**config.mk**
```make
export PLATFORM = sky130hd
export DESIGN_NAME = ispwm7_gen
export DESIGN_NICKNAME = d
export VERILOG_FILES = /design/src/rtl/ispwm7_pkg.sv /design/src/rtl/ispwm7_sine_mag.sv /design/src/rtl/ispwm7_level.sv /design/src/rtl/ispwm7_deadband.sv /design/src/rtl/ispwm7_gen.sv
export SDC_FILE = /design/constraint.sdc
export NUM_CORES = 1
export LEC_CHECK = 0
export ABC_AREA = 1
export BUFFER_PORTS_ARGS = -buffer_cell sky130_fd_sc_hd__clkbuf_2
export CAP_MARGIN = 20
export CORE_MARGIN = 1
export CORE_UTILIZATION = 50
export DETAILED_ROUTE_END_ITERATION = 8
export GPL_TIMING_DRIVEN = 0
export PLACE_DENSITY = 0.69
export SYNTH_ARGS = -nofsm -noshare
export SYNTH_HDL_FRONTEND = slang
export SYNTH_HIERARCHICAL = 1
export SYNTH_SLANG_ARGS = --single-unit
```
**constraint.sdc**
```tcl
create_clock -name clk_i -period 11.2 [get_ports clk_i]
set_input_delay 0.56 -clock clk_i [delete_from_list [all_inputs] [get_ports clk_i]]
set_output_delay 0.56 -clock clk_i [all_outputs]
set_load 0.01 [all_outputs]
```
**src/rtl/ispwm7_pkg.sv**
```systemverilog
package ispwm7_pkg;

    // Signed level of one phase: magnitude 0..3 plus polarity
    typedef struct packed {
        logic       neg;
        logic [1:0] mag;
    } lvl_t;

    // Quarter-wave sine sample k of a table with 2^aw entries, scaled to 2^amp_w-1,
    // from a rational approximation that is exact at 0 and at a quarter turn.
    function automatic longint unsigned qsine_entry(input int unsigned k,
                                                    input int unsigned aw,
                                                    input int unsigned amp_w);
        longint unsigned d;
        longint unsigned u;
        longint unsigned fs;
        d  = longint'(2) << aw;
        u  = longint'(k) * (d - longint'(k));
        fs = (longint'(1) << amp_w) - 1;
        return (fs * 16 * u) / (5 * d * d - 4 * u);
    endfunction

endpackage

```
**src/rtl/ispwm7_sine_mag.sv**
```systemverilog
module ispwm7_sine_mag #(
    parameter int TBL_AW = 6,
    parameter int AMP_W  = 10
) (
    input  logic [TBL_AW+1:0] phase_i,
    output logic [AMP_W-1:0]  mag_o,
    output logic              neg_o
);
    localparam int N = 1 << TBL_AW;

    logic [AMP_W-1:0]  tbl [N];
    logic [1:0]        quad;
    logic [TBL_AW-1:0] idx;
    logic [TBL_AW-1:0] addr;

    for (genvar g = 0; g < N; g++) begin : g_tbl
        assign tbl[g] = AMP_W'(ispwm7_pkg::qsine_entry(g, TBL_AW, AMP_W));
    end

    assign quad  = phase_i[TBL_AW+1 -: 2];
    assign idx   = phase_i[TBL_AW-1:0];
    assign addr  = quad[0] ? ~idx : idx;
    assign mag_o = tbl[addr];
    assign neg_o = quad[1];

endmodule

```
**src/rtl/ispwm7_level.sv**
```systemverilog
module ispwm7_level #(
    parameter int AMP_W = 10,
    parameter int MI_W  = 8
) (
    input  logic                  clk_i,
    input  logic                  rst_i,
    input  logic                  en_i,
    input  logic [AMP_W-1:0]      ref_mag_i,
    input  logic                  ref_neg_i,
    input  logic [AMP_W-1:0]      car_mag_i,
    input  logic [MI_W-1:0]       mi_i,
    output ispwm7_pkg::lvl_t      lvl_o
);
    localparam int NCAR = 3;
    localparam int RW   = AMP_W + MI_W + 2;
    localparam logic [RW-1:0] FS = RW'((1 << AMP_W) - 1);

    typedef struct packed {
        ispwm7_pkg::lvl_t lvl;
    } state_t;

    state_t state_d, state_q;

    logic [RW-1:0]   prod;
    logic [RW-1:0]   ref_s;
    logic [RW-1:0]   inv_arc;
    logic [RW-1:0]   carrier [NCAR];
    logic [NCAR-1:0] hit;
    logic [1:0]      count;

    assign prod    = RW'(ref_mag_i) * RW'(mi_i) * RW'(3);
    assign ref_s   = prod >> MI_W;
    assign inv_arc = FS - RW'(car_mag_i);

    for (genvar j = 0; j < NCAR; j++) begin : g_car
        assign carrier[j] = RW'(j) * FS + inv_arc;
        assign hit[j]     = ref_s > carrier[j];
    end

    always_comb begin
        count = '0;
        for (int j = 0; j < NCAR; j++) begin
            count = count + 2'(hit[j]);
        end
        state_d = state_q;
        if (en_i) begin
            state_d.lvl.mag = count;
            state_d.lvl.neg = ref_neg_i;
        end else begin
            state_d.lvl = '0;
        end
    end

    always_ff @(posedge clk_i) begin
        if (rst_i) state_q <= '0;
        else       state_q <= state_d;
    end

    assign lvl_o = state_q.lvl;


    band_order_chk: assert property (@(posedge clk_i) disable iff (rst_i)
        hit[2] |-> (hit[1] && hit[0]));


    level_idle_chk: assert property (@(posedge clk_i) disable iff (rst_i)
        !en_i |=> (lvl_o.mag == 2'd0));

endmodule

```
**src/rtl/ispwm7_deadband.sv**
```systemverilog
module ispwm7_deadband #(
    parameter int DT_W = 6
) (
    input  logic            clk_i,
    input  logic            rst_i,
    input  logic            en_i,
    input  logic [DT_W-1:0] dt_i,
    input  logic            want_up_i,
    output logic            up_o,
    output logic            lo_o
);
    typedef struct packed {
        logic            up;
        logic            lo;
        logic            tgt;
        logic [DT_W-1:0] cnt;
    } state_t;

    state_t state_d, state_q;

    always_comb begin
        state_d = state_q;
        if (!en_i) begin
            state_d = '0;
        end else if (want_up_i != state_q.tgt) begin
            state_d.up  = 1'b0;
            state_d.lo  = 1'b0;
            state_d.tgt = want_up_i;
            state_d.cnt = (dt_i == '0) ? '0 : dt_i - 1'b1;
        end else if (state_q.cnt != '0) begin
            state_d.up  = 1'b0;
            state_d.lo  = 1'b0;
            state_d.cnt = state_q.cnt - 1'b1;
        end else begin
            state_d.up  = state_q.tgt;
            state_d.lo  = !state_q.tgt;
        end
    end

    always_ff @(posedge clk_i) begin
        if (rst_i) state_q <= '0;
        else       state_q <= state_d;
    end

    assign up_o = state_q.up;
    assign lo_o = state_q.lo;


    no_shoot_chk: assert property (@(posedge clk_i) disable iff (rst_i)
        !(up_o && lo_o));


    up_after_gap_chk: assert property (@(posedge clk_i) disable iff (rst_i)
        $rose(up_o) |-> $past(!lo_o));


    lo_after_gap_chk: assert property (@(posedge clk_i) disable iff (rst_i)
        $rose(lo_o) |-> $past(!up_o));


    gap_start_chk: assert property (@(posedge clk_i) disable iff (rst_i)
        (en_i && (want_up_i != state_q.tgt)) |=> (!up_o && !lo_o));

endmodule

```
**src/rtl/ispwm7_gen.sv**
```systemverilog
module ispwm7_gen #(
    parameter int PH_W   = 32,
    parameter int TBL_AW = 6,
    parameter int AMP_W  = 10,
    parameter int MI_W   = 8,
    parameter int DT_W   = 6
) (
    input  logic              clk_i,
    input  logic              rst_i,
    input  logic              en_i,
    input  logic [MI_W-1:0]   mod_idx_i,
    input  logic [PH_W-1:0]   ref_ftw_i,
    input  logic [PH_W-1:0]   car_ftw_i,
    input  logic [DT_W-1:0]   dead_i,
    output logic [23:0]       gate_o
);
    localparam int NPH   = 3;
    localparam int NLEG  = 4;
    localparam int SLICE = TBL_AW + 2;
    localparam logic [PH_W:0]   FULL = {1'b1, {PH_W{1'b0}}};
    localparam logic [PH_W-1:0] OFS  = PH_W'(FULL / 3);

    typedef struct packed {
        logic [PH_W-1:0] ref_acc;
        logic [PH_W-1:0] car_acc;
    } state_t;

    state_t state_d, state_q;

    always_comb begin
        state_d = state_q;
        if (en_i) begin
            state_d.ref_acc = state_q.ref_acc + ref_ftw_i;
            state_d.car_acc = state_q.car_acc + car_ftw_i;
        end else begin
            state_d = '0;
        end
    end

    always_ff @(posedge clk_i) begin
        if (rst_i) state_q <= '0;
        else       state_q <= state_d;
    end

    logic [AMP_W-1:0] car_mag;
    logic             car_neg_unused;

    ispwm7_sine_mag #(.TBL_AW(TBL_AW), .AMP_W(AMP_W)) u_car_arc (
        .phase_i (state_q.car_acc[PH_W-1 -: SLICE]),
        .mag_o   (car_mag),
        .neg_o   (car_neg_unused)
    );

    for (genvar p = 0; p < NPH; p++) begin : g_ph
        logic [PH_W-1:0]   ph;
        logic [AMP_W-1:0]  ref_mag;
        logic              ref_neg;
        ispwm7_pkg::lvl_t  lvl;
        logic [NLEG-1:0]   want_up;
        logic              act_small;
        logic              act_large;

        assign ph = state_q.ref_acc + PH_W'(p) * OFS;

        ispwm7_sine_mag #(.TBL_AW(TBL_AW), .AMP_W(AMP_W)) u_ref (
            .phase_i (ph[PH_W-1 -: SLICE]),
            .mag_o   (ref_mag),
            .neg_o   (ref_neg)
        );

        ispwm7_level #(.AMP_W(AMP_W), .MI_W(MI_W)) u_lvl (
            .clk_i     (clk_i),
            .rst_i     (rst_i),
            .en_i      (en_i),
            .ref_mag_i (ref_mag),
            .ref_neg_i (ref_neg),
            .car_mag_i (car_mag),
            .mi_i      (mod_idx_i),
            .lvl_o     (lvl)
        );

        // small bridge carries level bit 0, large bridge level bit 1
        always_comb begin
            act_small  = lvl.mag[0];
            act_large  = lvl.mag[1];
            want_up[0] = act_small && !lvl.neg;
            want_up[1] = act_small &&  lvl.neg;
            want_up[2] = act_large && !lvl.neg;
            want_up[3] = act_large &&  lvl.neg;
        end

        for (genvar l = 0; l < NLEG; l++) begin : g_leg
            ispwm7_deadband #(.DT_W(DT_W)) u_db (
                .clk_i     (clk_i),
                .rst_i     (rst_i),
                .en_i      (en_i),
                .dt_i      (dead_i),
                .want_up_i (want_up[l]),
                .up_o      (gate_o[8*p + 2*l]),
                .lo_o      (gate_o[8*p + 2*l + 1])
            );
        end


        zero_level_chk: assert property (@(posedge clk_i) disable iff (rst_i)
            (lvl.mag == 2'd0) |-> (want_up == '0));
    end


    gates_off_chk: assert property (@(posedge clk_i) disable iff (rst_i)
        !en_i |=> (gate_o == '0));


    acc_restart_chk: assert property (@(posedge clk_i) disable iff (rst_i)
        !en_i |=> (state_q.ref_acc == '0 && state_q.car_acc == '0));

endmodule

```
==> out/qor.csv, run 1 <==
metric,value,unit
r2r_cells,52,
clockBufferDepth,2,
cts_hold_buffers,0,
core,66100,µm²
min_period,10.30,ns
synth_nets,6150,
numCtsBuffers,17,
place_hpwl,70300,µm
cts_tree,built,
critical_path_required,11.58,ns
status,"finished, violations left",
crit_arrival,10.68,ns
finClkSkew,0.0155,ns
relSlewSlack,0.304,
crit_top_cell,nand2_1,
max_freq,97.1,MHz
synth_cells,5549,
cp_slowest_stage_delay,0.63,ns
rsz0062_at_grt,false,
hold_viol,0,
dieArea,68200,µm²
drt_first_pass_iters,9,
die_w,261,µm
maxCapViolCount,0,
portBuffers,95,
worst_slew_pin_slew,1.04,ns
initial_utilization,0.508,
crit_family,adder cells,
synthesis.area,33600,µm²
place_area,35200,µm²
boundaryPins,105,
grt-ovfl-total,0,
syn_to_final_growth,6.45,%
finalSetupViolCount,0,
wl_per_cell,13.1,µm
r2r_end,g_ph[1].u_lvl/lvl_o[0],
fin_area,35800,µm²
post-cts-setup-buffers,0,
r2r_slack,0.90,ns
criticalPathCategory,reg -> reg,
gp_congestion,0.964,
drtIter0Drc,1991,
clock_latency,0.46,ns
num_rows,94,
wirelength,85900,µm
post_cts_resized,0,
slowest_stage,fa_1,
clock-sinks,180,
whs_endpoint,state_q[32],
drtAntennaViolNets,0,
hp-start,ref_ftw_i[0],
syn_avg_cell_area,6.06,µm²
antenna_found_initial,3,
clk_pin_slew,0.08,ns
vias,33300,
drcViolationCount,4,
cp-start-kind,flip-flop,
hp-class,in -> reg,
cp_max_fo,10,
grt_usage,0.256,
r2r-start,state_q[57],
routed_via_density,5.09,
crit_buf_inv,7,
grt_max_degree,37,
fin_nets,6265,
drive_gt1_frac,0.0920,
grt_first_pass_wirelength,147000,µm
ys_warn_count,6,
crit_path_end_kind,flip-flop,
slew_viol_final,0,
cts_root_buf,clkbuf_16,
violations,design-rule violations,
hold_depth,4,
period_share,0.920,
ctsHtreeMaxLevel,4,
finalSetupTns,0,ns
fp.dieH,261,µm
grt_pass1_vias,31300,
cell usage in the layout, fill, tap and decap left out, types with 37 or more instances in the layout:
cell         n
clkbuf_2    95
nor3_1      56
clkbuf_1    51
xor2_1      80
nand3_1    389
inv_1      974
o21ai_0    124
nor2_1     552
ha_1       371
dfxtp_1    180
o21ai_1     41
a21oi_1    282
nand2_2    101
nand2_4     37
xnor2_1     69
inv_2       51
nand4_1     90
fa_1       149
nor2_2      43
nand2_1   1631
flip-flops by register name, summed over array words and instances (netlist names):
| name | count |
|---|---|
| g_ph.g_leg.u_db/state_q | 84 |
| state_q | 63 |
| g_ph.g_leg.u_db/lo_o | 12 |
| g_ph.g_leg.u_db/up_o | 12 |
| g_ph.u_lvl/lvl_o | 9 |
cell type report:
| type | count | area, µm² |
|---|---|---|
| clock inverters | 14 | 163 |
| plain buffers | 101 | 592 |
| clock buffers | 17 | 425 |
| inverters | 1048 | 3990 |
| fillers | 6758 | 30300 |
| well taps | 864 | 1080 |
| repair buffers | 96 | 487 |
| multi-input cells | 4220 | 25400 |
| flip-flops and latches | 180 | 3600 |
| diodes | 2 | 5.00 |
routing by layer:
metal  GRT usage  share of wire  wire [µm]  vias to the layer above
met5           0        0.00012         10                        -
met3      0.0237          0.042       3570                      113
li1            -              -          -                    17500
met2       0.443           0.47      40300                      726
met4      0.0664          0.022       1860                        2
met1       0.339           0.47      40100                    15000
per-stage QoR:
| step | hold WS, ns | instances | utilization | worst slack [ns] |
|---|---|---|---|---|
| floorplan | 0.425 | 5549 | - | 2.73 |
| global placement | 0.438 | 6508 | 0.532 | 0.999 |
| detailed placement | 0.440 | 6509 | 0.532 | 0.955 |
| CTS | 0.429 | 6540 | 0.541 | 0.891 |
| global route | 0.465 | 6540 | 0.541 | 0.0787 |
| finish | 0.439 | 6542 | 0.541 | 0.900 |
worst max-delay path by stage:
stage / from / end / slack [ns] / cells past startpoint
5_1_grt: state_q[57] / g_ph[1].u_lvl/lvl_o[0] / 0.08 / 52
4_1_cts: state_q[57] / g_ph[1].u_lvl/lvl_o[0] / 0.89 / 52
2_1_floorplan: state_q[57] / g_ph[2].u_lvl/lvl_o[0] / 2.73 / 56
3_3_place_gp: state_q[57] / g_ph[1].u_lvl/lvl_o[0] / 1.0 / 52
6_report: state_q[57] / g_ph[1].u_lvl/lvl_o[0] / 0.90 / 52
3_5_place_dp: state_q[57] / g_ph[1].u_lvl/lvl_o[0] / 0.96 / 52
tightest hold or removal path, cell delays in order:
cell and delay (ns):
clkbuf_2 0.08, ha_1 0.12, inv_1 0.03, nor2_1 0.08
Power of run 1 is not shown: default switching activity piles up to over one toggle a cycle in this logic, so the estimate is an artifact.
==> run 2, diff against run 1 <==
CORE_MARGIN = 3   (was 1)
==> run 2 against run 1 <==
Flip-flop and latch count unchanged; fmax decreased by 0.27%; clock skew about the same; global-route usage decreased by 0.89 points; sequential share of layout area about the same; worst hold slack got worse by 0.0046 ns; highest routed layer unchanged; the run now ends clean.
==> out/qor.csv, run 2 (synthesized netlist as in run 1, its figures left out) <==
metric,value,unit
grt_first_pass_wirelength,148000,µm
layout_commonest_cell,nand2_1,
drcViolationCount,0,
clk_pin_slew,0.08,ns
grt-ovfl-total,0,
post-cts-setup-buffers,0,
cp_slowest_stage_delay,0.66,ns
regMostFlops,g_ph.g_leg.u_db/state_q,
r2r-start,state_q[57],
routed_via_density,5.11,
fin_area,35800,µm²
num_rows,94,
period_share,0.922,
crit_path_end_kind,flip-flop,
clock-sinks,180,
syn_to_final_growth,6.47,%
antenna_found_initial,7,
finClkSkew,0.0156,ns
cts_root_buf,clkbuf_16,
max_freq,96.8,MHz
cts_tree,built,
portBuffers,95,
clock_latency,0.47,ns
place_inst,6510,
fp.dieH,265,µm
gp_congestion,0.950,
drive_gt1_frac,0.0919,
place_area,35200,µm²
finalSetupTns,0,ns
post_cts_resized,0,
finalSetupViolCount,0,
grt_max_degree,37,
r2r_end,g_ph[1].u_lvl/lvl_o[0],
min_period,10.33,ns
fin_nets,6266,
final_cells,6543,
place_hpwl,71000,µm
relSlewSlack,0.354,
place_ws,1.03,ns
cp-start-kind,flip-flop,
startpoint,state_q[57],
setup_ws,0.873,ns
largest_reg_flops,84,
crit_arrival,10.73,ns
maxCapViolCount,0,
endpoint,g_ph[1].u_lvl/lvl_o[0],
crit_family,adder cells,
drtAntennaViolNets,0,
grt_pass1_vias,31600,
vias,33500,
hold_viol,0,
largestRegisters,"g_ph.g_leg.u_db/state_q: 84 flops, state_q: 63 flops",
boundaryPins,105,
wirelength,86500,µm
slew_viol_final,0,
hp-start,ref_ftw_i[0],
crit_buf_inv,7,
grt_usage,0.247,
core,66200,µm²
wl_per_cell,13.2,µm
status,"complete, no violations",
crit_top_cell,nand2_1,
worst_slew_pin_slew,0.963,ns
clockBufferDepth,2,
drt_first_pass_iters,6,
ctsHtreeMaxLevel,4,
numCtsBuffers,17,
cp_max_fo,10,
hp-class,in -> reg,
criticalPathCategory,reg -> reg,
dieArea,70300,µm²
initial_utilization,0.507,
slowest_stage,fa_1,
final_cell_mix,"1,631 x nand2_1, 974 x inv_1, 553 x nor2_1",
cts_hold_buffers,0,
die_w,265,µm
critical_path_required,11.60,ns
r2r_slack,0.87,ns
rsz0062_at_grt,false,
drtIter0Drc,2053,
r2r_cells,49,
critical_path_depth,49,
## run 2: changes by cell type in the layout (fill, tap and decap cells not counted), moves of 2 or more
cell | before | now
clkinv_4 | 4 | 1
inv_6 | 4 | 6
clkinvlp_4 | 0 | 2
inv_8 | 4 | 2
## run 2: worst min path at each step
stage / to / slack, ns / depth (start not counted)
global placement: g_ph[1].g_leg[1].u_db/lo_o / 0.43 / 1
global route: state_q[32] / 0.46 / 4
detailed placement: g_ph[1].g_leg[1].u_db/lo_o / 0.44 / 1
CTS: state_q[32] / 0.43 / 4
finish: state_q[32] / 0.43 / 4
floorplan: g_ph[0].g_leg[0].u_db/lo_o / 0.42 / 1
## run 2: per-layer routing
metal | vias up | track usage | routed length (µm)
met5 | - | 0 | 61
met2 | 744 | 0.430 | 40200
met1 | 15000 | 0.322 | 39800
li1 | 17500 | - | -
met3 | 154 | 0.0266 | 3970
met4 | 10 | 0.0745 | 2440
## run 2: worst reg2reg max path, delay by kind of cell, from the launching register on
| kind | cells | cell delay [ns] |
|---|---|---|
| buffers and inverters | 7 | 1.19 |
| adder cells (fa/ha/maj) | 8 | 3.76 |
| AO/OA/AOI/OAI | 6 | 0.88 |
| AND/OR/NAND/NOR | 26 | 3.26 |
| flip-flops | 1 | 0.60 |
| XOR/XNOR | 2 | 0.61 |
## run 2: area by class of cell
class | instances | area (µm²)
multi-input combinational | 4220 | 25400
inverter | 1048 | 3990
antenna | 1 | 2.50
tap | 864 | 1080
fill | 6935 | 30400
sequential | 180 | 3600
clock buffer | 18 | 429
timing repair buffer | 97 | 494
clock inverter | 14 | 163
buffer | 101 | 592
## run 2: through the flow
stage               utilization  hold WS, ns
floorplan                     -        0.425
global placement          0.531        0.435
detailed placement        0.531        0.443
CTS                       0.540        0.425
global route              0.540        0.462
finish                    0.540        0.434
Power of run 2 is left out for the same reason.
